<file path="src/rtl/i2c_list_seq_pkg.sv">
package i2c_list_seq_pkg;
  typedef enum logic [2:0] {
    OP_NONE = 3'd0, OP_START = 3'd1, OP_RSTART = 3'd2,
    OP_STOP = 3'd3, OP_WRITE = 3'd4, OP_READ = 3'd5
  } bus_op_t;

  typedef enum logic [1:0] {ST_OK = 2'd0, ST_NACK = 2'd1, ST_ERR = 2'd2} seq_status_t;

  typedef enum logic [1:0] {PH_COND, PH_ADDR, PH_DATA, PH_STOP} phase_t;

  typedef enum logic [2:0] {
    S_IDLE, S_LOAD, S_ISSUE, S_WAIT, S_TXGET, S_RXPUT, S_STEP
  } fsm_t;

  // descriptor entry as held internally
  typedef struct packed {
    logic       cont;
    logic       csum;
    logic       poll;
    logic [7:0] addr;
  } dsc_t;
endpackage

</file>
<file path="src/rtl/i2c_list_seq_dregs.sv">
module i2c_list_seq_dregs
  import i2c_list_seq_pkg::*;
#(
  parameter int N_DESC = 4,
  parameter int LEN_W  = 8,
  parameter int SUM_W  = 16,
  parameter int IDX_W  = (N_DESC > 1) ? $clog2(N_DESC) : 1,
  parameter int CNT_W  = $clog2(N_DESC + 1)
) (
  input  logic             clk,
  input  logic             rst_n,
  input  logic             we,
  input  logic [IDX_W-1:0] widx,
  input  logic [31:0]      wword,
  input  logic [LEN_W-1:0] wlen,
  input  logic [CNT_W-1:0] rd_sel,
  output dsc_t             rd_dsc,
  output logic [LEN_W-1:0] rd_len,
  output dsc_t             nx_dsc,
  input  logic             sum_we,
  input  logic [SUM_W-1:0] sum_val,
  input  logic [IDX_W-1:0] sum_sel,
  output logic [SUM_W-1:0] sum_out
);
  dsc_t             ent  [N_DESC];
  logic [LEN_W-1:0] lens [N_DESC];
  logic [SUM_W-1:0] sums [N_DESC];
  logic [CNT_W-1:0] nsel;
  logic             unused_bits;

  assign unused_bits = ^wword[28:8];
  assign nsel = rd_sel + CNT_W'(1);

  for (genvar g = 0; g < N_DESC; g++) begin : g_ent
    always_ff @(posedge clk or negedge rst_n) begin
      if (!rst_n) begin
        ent[g]  <= '0;
        lens[g] <= '0;
        sums[g] <= '0;
      end else begin
        if (we && widx == IDX_W'(g)) begin
          ent[g]  <= '{cont: wword[31], csum: wword[30], poll: wword[29], addr: wword[7:0]};
          lens[g] <= wlen;
        end
        if (sum_we && rd_sel == CNT_W'(g)) sums[g] <= sum_val;
      end
    end
  end

  always_comb begin
    rd_dsc = '0;
    rd_len = '0;
    nx_dsc = '0;
    if (rd_sel < CNT_W'(N_DESC)) begin
      rd_dsc = ent[rd_sel[IDX_W-1:0]];
      rd_len = lens[rd_sel[IDX_W-1:0]];
    end
    if (nsel < CNT_W'(N_DESC)) nx_dsc = ent[nsel[IDX_W-1:0]];
  end

  assign sum_out = sums[sum_sel];
endmodule

</file>
<file path="src/rtl/i2c_list_seq_sumacc.sv">
module i2c_list_seq_sumacc #(
  parameter int SUM_W = 16
) (
  input  logic             clk,
  input  logic             rst_n,
  input  logic             clr,
  input  logic             add,
  input  logic [7:0]       byte_i,
  output logic [SUM_W-1:0] acc_o
);
  always_ff @(posedge clk or negedge rst_n) begin
    if (!rst_n)   acc_o <= '0;
    else if (clr) acc_o <= '0;
    else if (add) acc_o <= acc_o + SUM_W'(byte_i);
  end
endmodule

</file>
<file path="src/rtl/i2c_list_seq.sv">
module i2c_list_seq
  import i2c_list_seq_pkg::*;
#(
  parameter int N_DESC   = 4,
  parameter int LEN_W    = 8,
  parameter int SUM_W    = 16,
  parameter int POLL_LIM = 150,
  parameter int IDX_W    = (N_DESC > 1) ? $clog2(N_DESC) : 1,
  parameter int CNT_W    = $clog2(N_DESC + 1)
) (
  input  logic             clk,
  input  logic             rst_n,
  input  logic             go_i,
  input  logic [CNT_W-1:0] dsc_cnt_i,
  output logic             busy_o,
  output logic             done_o,
  output logic [1:0]       status_o,
  input  logic             dsc_we_i,
  input  logic [IDX_W-1:0] dsc_idx_i,
  input  logic [31:0]      dsc_word_i,
  input  logic [LEN_W-1:0] dsc_len_i,
  input  logic [IDX_W-1:0] sum_idx_i,
  output logic [SUM_W-1:0] sum_o,
  output logic             cmd_valid_o,
  input  logic             cmd_ready_i,
  output logic [2:0]       cmd_op_o,
  output logic [7:0]       cmd_byte_o,
  output logic             cmd_nack_o,
  input  logic             rsp_valid_i,
  input  logic [7:0]       rsp_byte_i,
  input  logic             rsp_nack_i,
  input  logic             tx_valid_i,
  output logic             tx_ready_o,
  input  logic [7:0]       tx_data_i,
  output logic             rx_valid_o,
  input  logic             rx_ready_i,
  output logic [7:0]       rx_data_o
);
  localparam int TRY_W = $clog2(POLL_LIM + 1);

  fsm_t             state;
  phase_t           phase;
  bus_op_t          op_r;
  seq_status_t      stat_r;
  logic [CNT_W-1:0] idx, cnt;
  logic [LEN_W-1:0] cur_len;
  logic [TRY_W-1:0] tries;
  logic [7:0]       byte_r, rx_r;
  logic             nack_r, first, done_r;
  dsc_t             cur, nxt;
  logic [LEN_W-1:0] ld_len;
  logic [SUM_W-1:0] acc;
  logic             is_read, nx_cont, sum_add, sum_clr, sum_we;

  i2c_list_seq_dregs #(.N_DESC(N_DESC), .LEN_W(LEN_W), .SUM_W(SUM_W),
                       .IDX_W(IDX_W), .CNT_W(CNT_W)) u_dregs (
    .clk(clk), .rst_n(rst_n), .we(dsc_we_i), .widx(dsc_idx_i),
    .wword(dsc_word_i), .wlen(dsc_len_i), .rd_sel(idx), .rd_dsc(cur),
    .rd_len(ld_len), .nx_dsc(nxt), .sum_we(sum_we), .sum_val(acc),
    .sum_sel(sum_idx_i), .sum_out(sum_o));

  i2c_list_seq_sumacc #(.SUM_W(SUM_W)) u_sum (
    .clk(clk), .rst_n(rst_n), .clr(sum_clr), .add(sum_add),
    .byte_i(rsp_byte_i), .acc_o(acc));

  assign is_read = cur.addr[0];
  assign nx_cont = ({1'b0, idx} + (CNT_W+1)'(1) < {1'b0, cnt}) && nxt.cont;
  assign sum_clr = (state == S_LOAD);
  assign sum_add = (state == S_WAIT) && rsp_valid_i && (phase == PH_DATA) && is_read && cur.csum;
  assign sum_we  = (state == S_STEP) && (cur_len == '0) && is_read && cur.csum;

  assign busy_o      = (state != S_IDLE);
  assign done_o      = done_r;
  assign status_o    = stat_r;
  assign cmd_valid_o = (state == S_ISSUE);
  assign cmd_op_o    = op_r;
  assign cmd_byte_o  = byte_r;
  assign cmd_nack_o  = nack_r;
  assign tx_ready_o  = (state == S_TXGET);
  assign rx_valid_o  = (state == S_RXPUT);
  assign rx_data_o   = rx_r;

  always_ff @(posedge clk or negedge rst_n) begin
    if (!rst_n) begin
      state <= S_IDLE;  phase <= PH_COND; op_r <= OP_NONE; stat_r <= ST_OK;
      idx <= '0; cnt <= '0; cur_len <= '0; tries <= '0;
      byte_r <= '0; rx_r <= '0; nack_r <= 1'b0; first <= 1'b1; done_r <= 1'b0;
    end else begin
      done_r <= 1'b0;
      unique case (state)
        S_IDLE: if (go_i) begin
          if (dsc_cnt_i == '0) begin
            stat_r <= ST_ERR;
            done_r <= 1'b1;
          end else begin
            cnt <= dsc_cnt_i; idx <= '0; first <= 1'b1;
            stat_r <= ST_OK; state <= S_LOAD;
          end
        end
        S_LOAD: begin
          if (idx == cnt) begin
            phase <= PH_STOP; op_r <= OP_STOP; state <= S_ISSUE;
          end else begin
            cur_len <= ld_len;
            if (cur.cont) begin
              phase <= PH_DATA; state <= S_STEP;
            end else begin
              phase <= PH_COND; op_r <= first ? OP_START : OP_RSTART;
              first <= 1'b0; tries <= TRY_W'(1); state <= S_ISSUE;
            end
          end
        end
        S_ISSUE: if (cmd_ready_i) state <= S_WAIT;
        S_WAIT: if (rsp_valid_i) begin
          unique case (phase)
            PH_COND: begin
              phase <= PH_ADDR; op_r <= OP_WRITE; byte_r <= cur.addr;
              nack_r <= 1'b0; state <= S_ISSUE;
            end
            PH_ADDR: begin
              if (!rsp_nack_i) begin
                phase <= PH_DATA; state <= S_STEP;
              end else if (cur.poll && tries < TRY_W'(POLL_LIM)) begin
                tries <= tries + TRY_W'(1); phase <= PH_COND;
                op_r <= OP_RSTART; state <= S_ISSUE;
              end else begin
                stat_r <= ST_NACK; phase <= PH_STOP; op_r <= OP_STOP; state <= S_ISSUE;
              end
            end
            PH_DATA: begin
              cur_len <= cur_len - LEN_W'(1);
              if (!is_read && rsp_nack_i) begin
                stat_r <= ST_NACK; phase <= PH_STOP; op_r <= OP_STOP; state <= S_ISSUE;
              end else if (is_read && !cur.csum) begin
                rx_r <= rsp_byte_i; state <= S_RXPUT;
              end else begin
                state <= S_STEP;
              end
            end
            default: begin
              done_r <= 1'b1; state <= S_IDLE;
            end
          endcase
        end
        S_TXGET: if (tx_valid_i) begin
          byte_r <= tx_data_i; op_r <= OP_WRITE; nack_r <= 1'b0; state <= S_ISSUE;
        end
        S_RXPUT: if (rx_ready_i) state <= S_STEP;
        default: begin
          if (cur_len == '0) begin
            idx <= idx + CNT_W'(1); state <= S_LOAD;
          end else if (is_read) begin
            op_r <= OP_READ; nack_r <= (cur_len == LEN_W'(1)) && !nx_cont;
            state <= S_ISSUE;
          end else begin
            state <= S_TXGET;
          end
        end
      endcase
    end
  end
endmodule

</file>
<file path="config.mk">
export PLATFORM = sky130hd
export DESIGN_NAME = i2c_list_seq
export DESIGN_NICKNAME = d
export VERILOG_FILES = /design/src/rtl/i2c_list_seq_pkg.sv /design/src/rtl/i2c_list_seq_dregs.sv /design/src/rtl/i2c_list_seq_sumacc.sv /design/src/rtl/i2c_list_seq.sv
export SDC_FILE = /design/constraint.sdc
export NUM_CORES = 1
export LEC_CHECK = 0
export BUFFER_PORTS_ARGS = -buffer_cell sky130_fd_sc_hd__buf_2
export CAP_MARGIN = 20
export CORE_MARGIN = 2
export CORE_UTILIZATION = 50
export DETAILED_ROUTE_END_ITERATION = 12
export PLACE_DENSITY = 0.84
export SLEW_MARGIN = 40
export SYNTH_ARGS = -nofsm -noshare
export SYNTH_HDL_FRONTEND = slang
export SYNTH_SLANG_ARGS = --single-unit
</file>
<file path="constraint.sdc">
create_clock -name clk -period 2.6 [get_ports clk]
set_input_delay 0.13 -clock clk [delete_from_list [all_inputs] [get_ports clk]]
set_output_delay 0.13 -clock clk [all_outputs]
set_load 0.02 [all_outputs]
</file>
==> qor.yml <==
timing:
  slew_headroom: 0.4722
  clock.fmax_mhz: 408.4
  fin_crit_ns: 2.449
  whs_ns: 0.2182
  grt_setup_unrepaired: "false"
  setup_viol: 0
  slew_viol_final: 0
  tns_ns: 0
  finalHoldViolations: 0
  tightest_slew_ns: 0.7844
  skew_ns: 0.01020
  period_share: 0.9419
setup_path:
  cp_max_fo: 13
  critical-path-slowest-cell: "or3_1"
  critPathKind: "reg -> reg"
  startpoint_type: "register"
  critPathArrivalTime_ns: 2.86
  rrSetupSlack_ns: 0.15
  crit_chain: "buf_4, ha_1, or3_1, a21oi_1, buf_4, a211oi_1, a21oi_1"
  r2r_start: "idx[0]"
  cpPeakStageDelay_ns: 0.47
  critPathLaunch: "idx[0]"
  required_ns: 3.01
  worst-path-buf-inv: 2
  end_kind: "register"
  worst_path_dominant_cell_family: "compound AO/OA/AOI/OAI gates"
final_layout:
  seq_area_sq_um: 5182
  drive_gt1_frac: 0.3919
  diodes: 0
  syn_to_final_growth_pct: 20.18
  layout.nets: 1042
  fin_area_sq_um: 12540
  fillers: 1516
  multi_input_comb_area_sq_um: 4918
drt:
  drt_iter0_drc: 415
  wl_microns: 23650
  viasPerCell: 5.782
  drc: 0
  post_drt_wl_per_cell_microns: 19.19
  dr.pass1.iters: 5
  drtAntennaViolNets: 0
  dr_total_vias: 7123
cts:
  cts_buffer_depth: 3
  cts_buffers: 22
  cts_sinks: 207
  post_cts_buffers: 0
  cts_tree: "yes"
  cts_root_buffer: "clkbuf_16"
  insertion_delay_ns: 0.50
  cts_max_level: 1
  cts.reportedPaths.clkPinSlew_ns: 0.06
synth:
  postSynthAreaPerCell_sq_um: 13.21
  netlist.area_leader.share: 0.4941
  ys_async_sr_fraction: 1.000
  synth_top_area_cell: "dfrtp_1"
  syn_inst: 790
  ys.flop_type: "dfrtp_1"
  synth.distinct_cells: 65
  ys_ff_latch: 207
  synth_area_sq_um: 10430
  yosys-top-cells-area: "dfrtp_1 49%, mux2_2 13%, mux4_2 7.1%"
  ys_seq_area_frac: 0.4966
  syn-num-nets: 886
  synth-edff-count: 0
  yosysWarnings: 0
job:
  max_cap_violations: 0
grt:
  grt_pass1_wl_microns: 38580
  grt_max_degree: 79
  grt_pass1_vias: 7532
  gr-usage-all-layers: 0.2173
  antenna_found_initial: 0
  grt_overflow: 0
hold_path:
  min_from: "rsp_nack_i"
  hold_path_class: "in -> reg"
placement:
  io_buffers: 93
  dpl.hpwl_microns: 15720
  gp_congestion: 0.8948
  dpl_cell_area_sq_um: 11300
status:
  outcome: "finished, final reports clean"
power:
  ir_drop_v: 0.0006383
  power_density_nw_per_um2: 951.4
  leakagePower_nw: 5.847
floorplanning:
  fp.dieW_microns: 148.4
  dieArea_sq_um: 22040
  ios: 115
  rows: 52
  core-area_sq_um: 20360
  fp.dieH_microns: 148.4
  initial_core_util: 0.5123
[timing repair]
action / 4_1_cts / 5_1_grt
gates resized for setup: 0 / 3
hold buffers: 42 / 0
setup endpoints to repair: 0 / 66
hold endpoints to repair: 172 / 0
[state kept, by name (all words and copies together) (netlist names)]
| signal | flops |
|---|---|
| cur_len | 8 |
| idx | 3 |
| tries | 8 |
| state | 3 |
| first | 1 |
| rx_data_o | 8 |
| status_o | 2 |
| u_sum.acc_o | 16 |
| u_dregs.sums | 64 |
| cnt | 3 |
| cmd_nack_o | 1 |
| cmd_byte_o | 8 |
| cmd_op_o | 3 |
| phase | 2 |
| done_o | 1 |
| u_dregs.lens | 32 |
| u_dregs.ent | 44 |
[cell families after synthesis]
logic type / synth area share
flip-flops: 0.4966
multiplexers: 0.2704
AND/OR/NAND/NOR: 0.08108
AO/OA/AOI/OAI: 0.08551
buffers and inverters: 0.03262
adder cells (fa/ha/maj): 0.02950
XOR/XNOR: 0.004197
[cell type report]
cell class	count	area share
repair buffers	171	0.09490
flip-flops and latches	207	0.4133
clock inverters	9	0.01197
inverters	25	0.007484
well taps	270	0.02694
multi-input cells	519	0.3923
clock buffers	31	0.05309
[cell usage after synthesis (19+ instances only)]
| library cell | number |
|---|---|
| ha_1 | 23 |
| o21ai_0 | 36 |
| nor2_1 | 30 |
| inv_1 | 24 |
| a21oi_1 | 35 |
| clkbuf_1 | 19 |
| nand2_1 | 34 |
| mux2_2 | 118 |
| nand3_1 | 19 |
| dfrtp_1 | 206 |
| mux4_2 | 33 |
| mux2_4 | 40 |
[cells in the final DEF, fill, tap and decap left out, types with 24 or more instances in the layout]
cell type | netlist | final
dlygate4sd3_1 | 0 | 42
o21ai_0 | 36 | 36
inv_1 | 24 | 24
a21oi_1 | 35 | 35
buf_4 | 0 | 34
mux2_2 | 118 | 118
nand2_1 | 34 | 34
buf_2 | 10 | 92
dfrtp_1 | 206 | 205
nor2_1 | 30 | 30
mux4_2 | 33 | 33
mux2_4 | 40 | 40
[power by group]
part | internal [mW] | leakage (nW) | total [mW] | switching (mW)
registers | 3.80 | 2.65 | 4.26 | 0.460
clock network | 2.18 | 0.397 | 3.44 | 1.26
logic | 1.90 | 2.80 | 4.23 | 2.33
[worst register-to-register path, stage by stage, from the launching register on]
cell and delay [ns]:
dfrtp_1 0.44, buf_4 0.21, ha_1 0.34, or3_1 0.48, a21oi_1 0.43, buf_4 0.26
a211oi_1 0.06, a21oi_1 0.16
[stage by stage]
step,instances,power (mW),setup slack [ns],util
after floorplan,790,7.119,0.1129,-
after global placement,1150,8.278,0.1108,0.5548
after detailed placement,1150,8.441,0.05460,0.5548
after CTS,1232,11.97,0.03905,0.6155
after global routing,1232,12.61,0.01809,0.6157
final,1232,11.93,0.1512,0.6157
[worst paths after layout]
kind                       cells past startpoint                to
max                                            7        cur_len[1]
min in group asynchronous                      2      rx_data_o[0]
max in group asynchronous                      3    u_dregs.ent[2]
max reg2reg                                    7        cur_len[1]
min reg2reg                                    1  u_dregs.sums[10]
min                                            4          phase[0]
[routing by layer]
metal | track usage | vias up | part of all wire | routed length [microns]
met1 | 0.2813 | 3580 | 0.42 | 9996
met2 | 0.3764 | 237 | 0.50 | 11830
met5 | 0 | - | 0 | 0
met3 | 0.03558 | 50 | 0.047 | 1112
li1 | - | 3256 | - | -
met4 | 0.07000 | 0 | 0.030 | 704
Power figures use the tool's default switching activity.
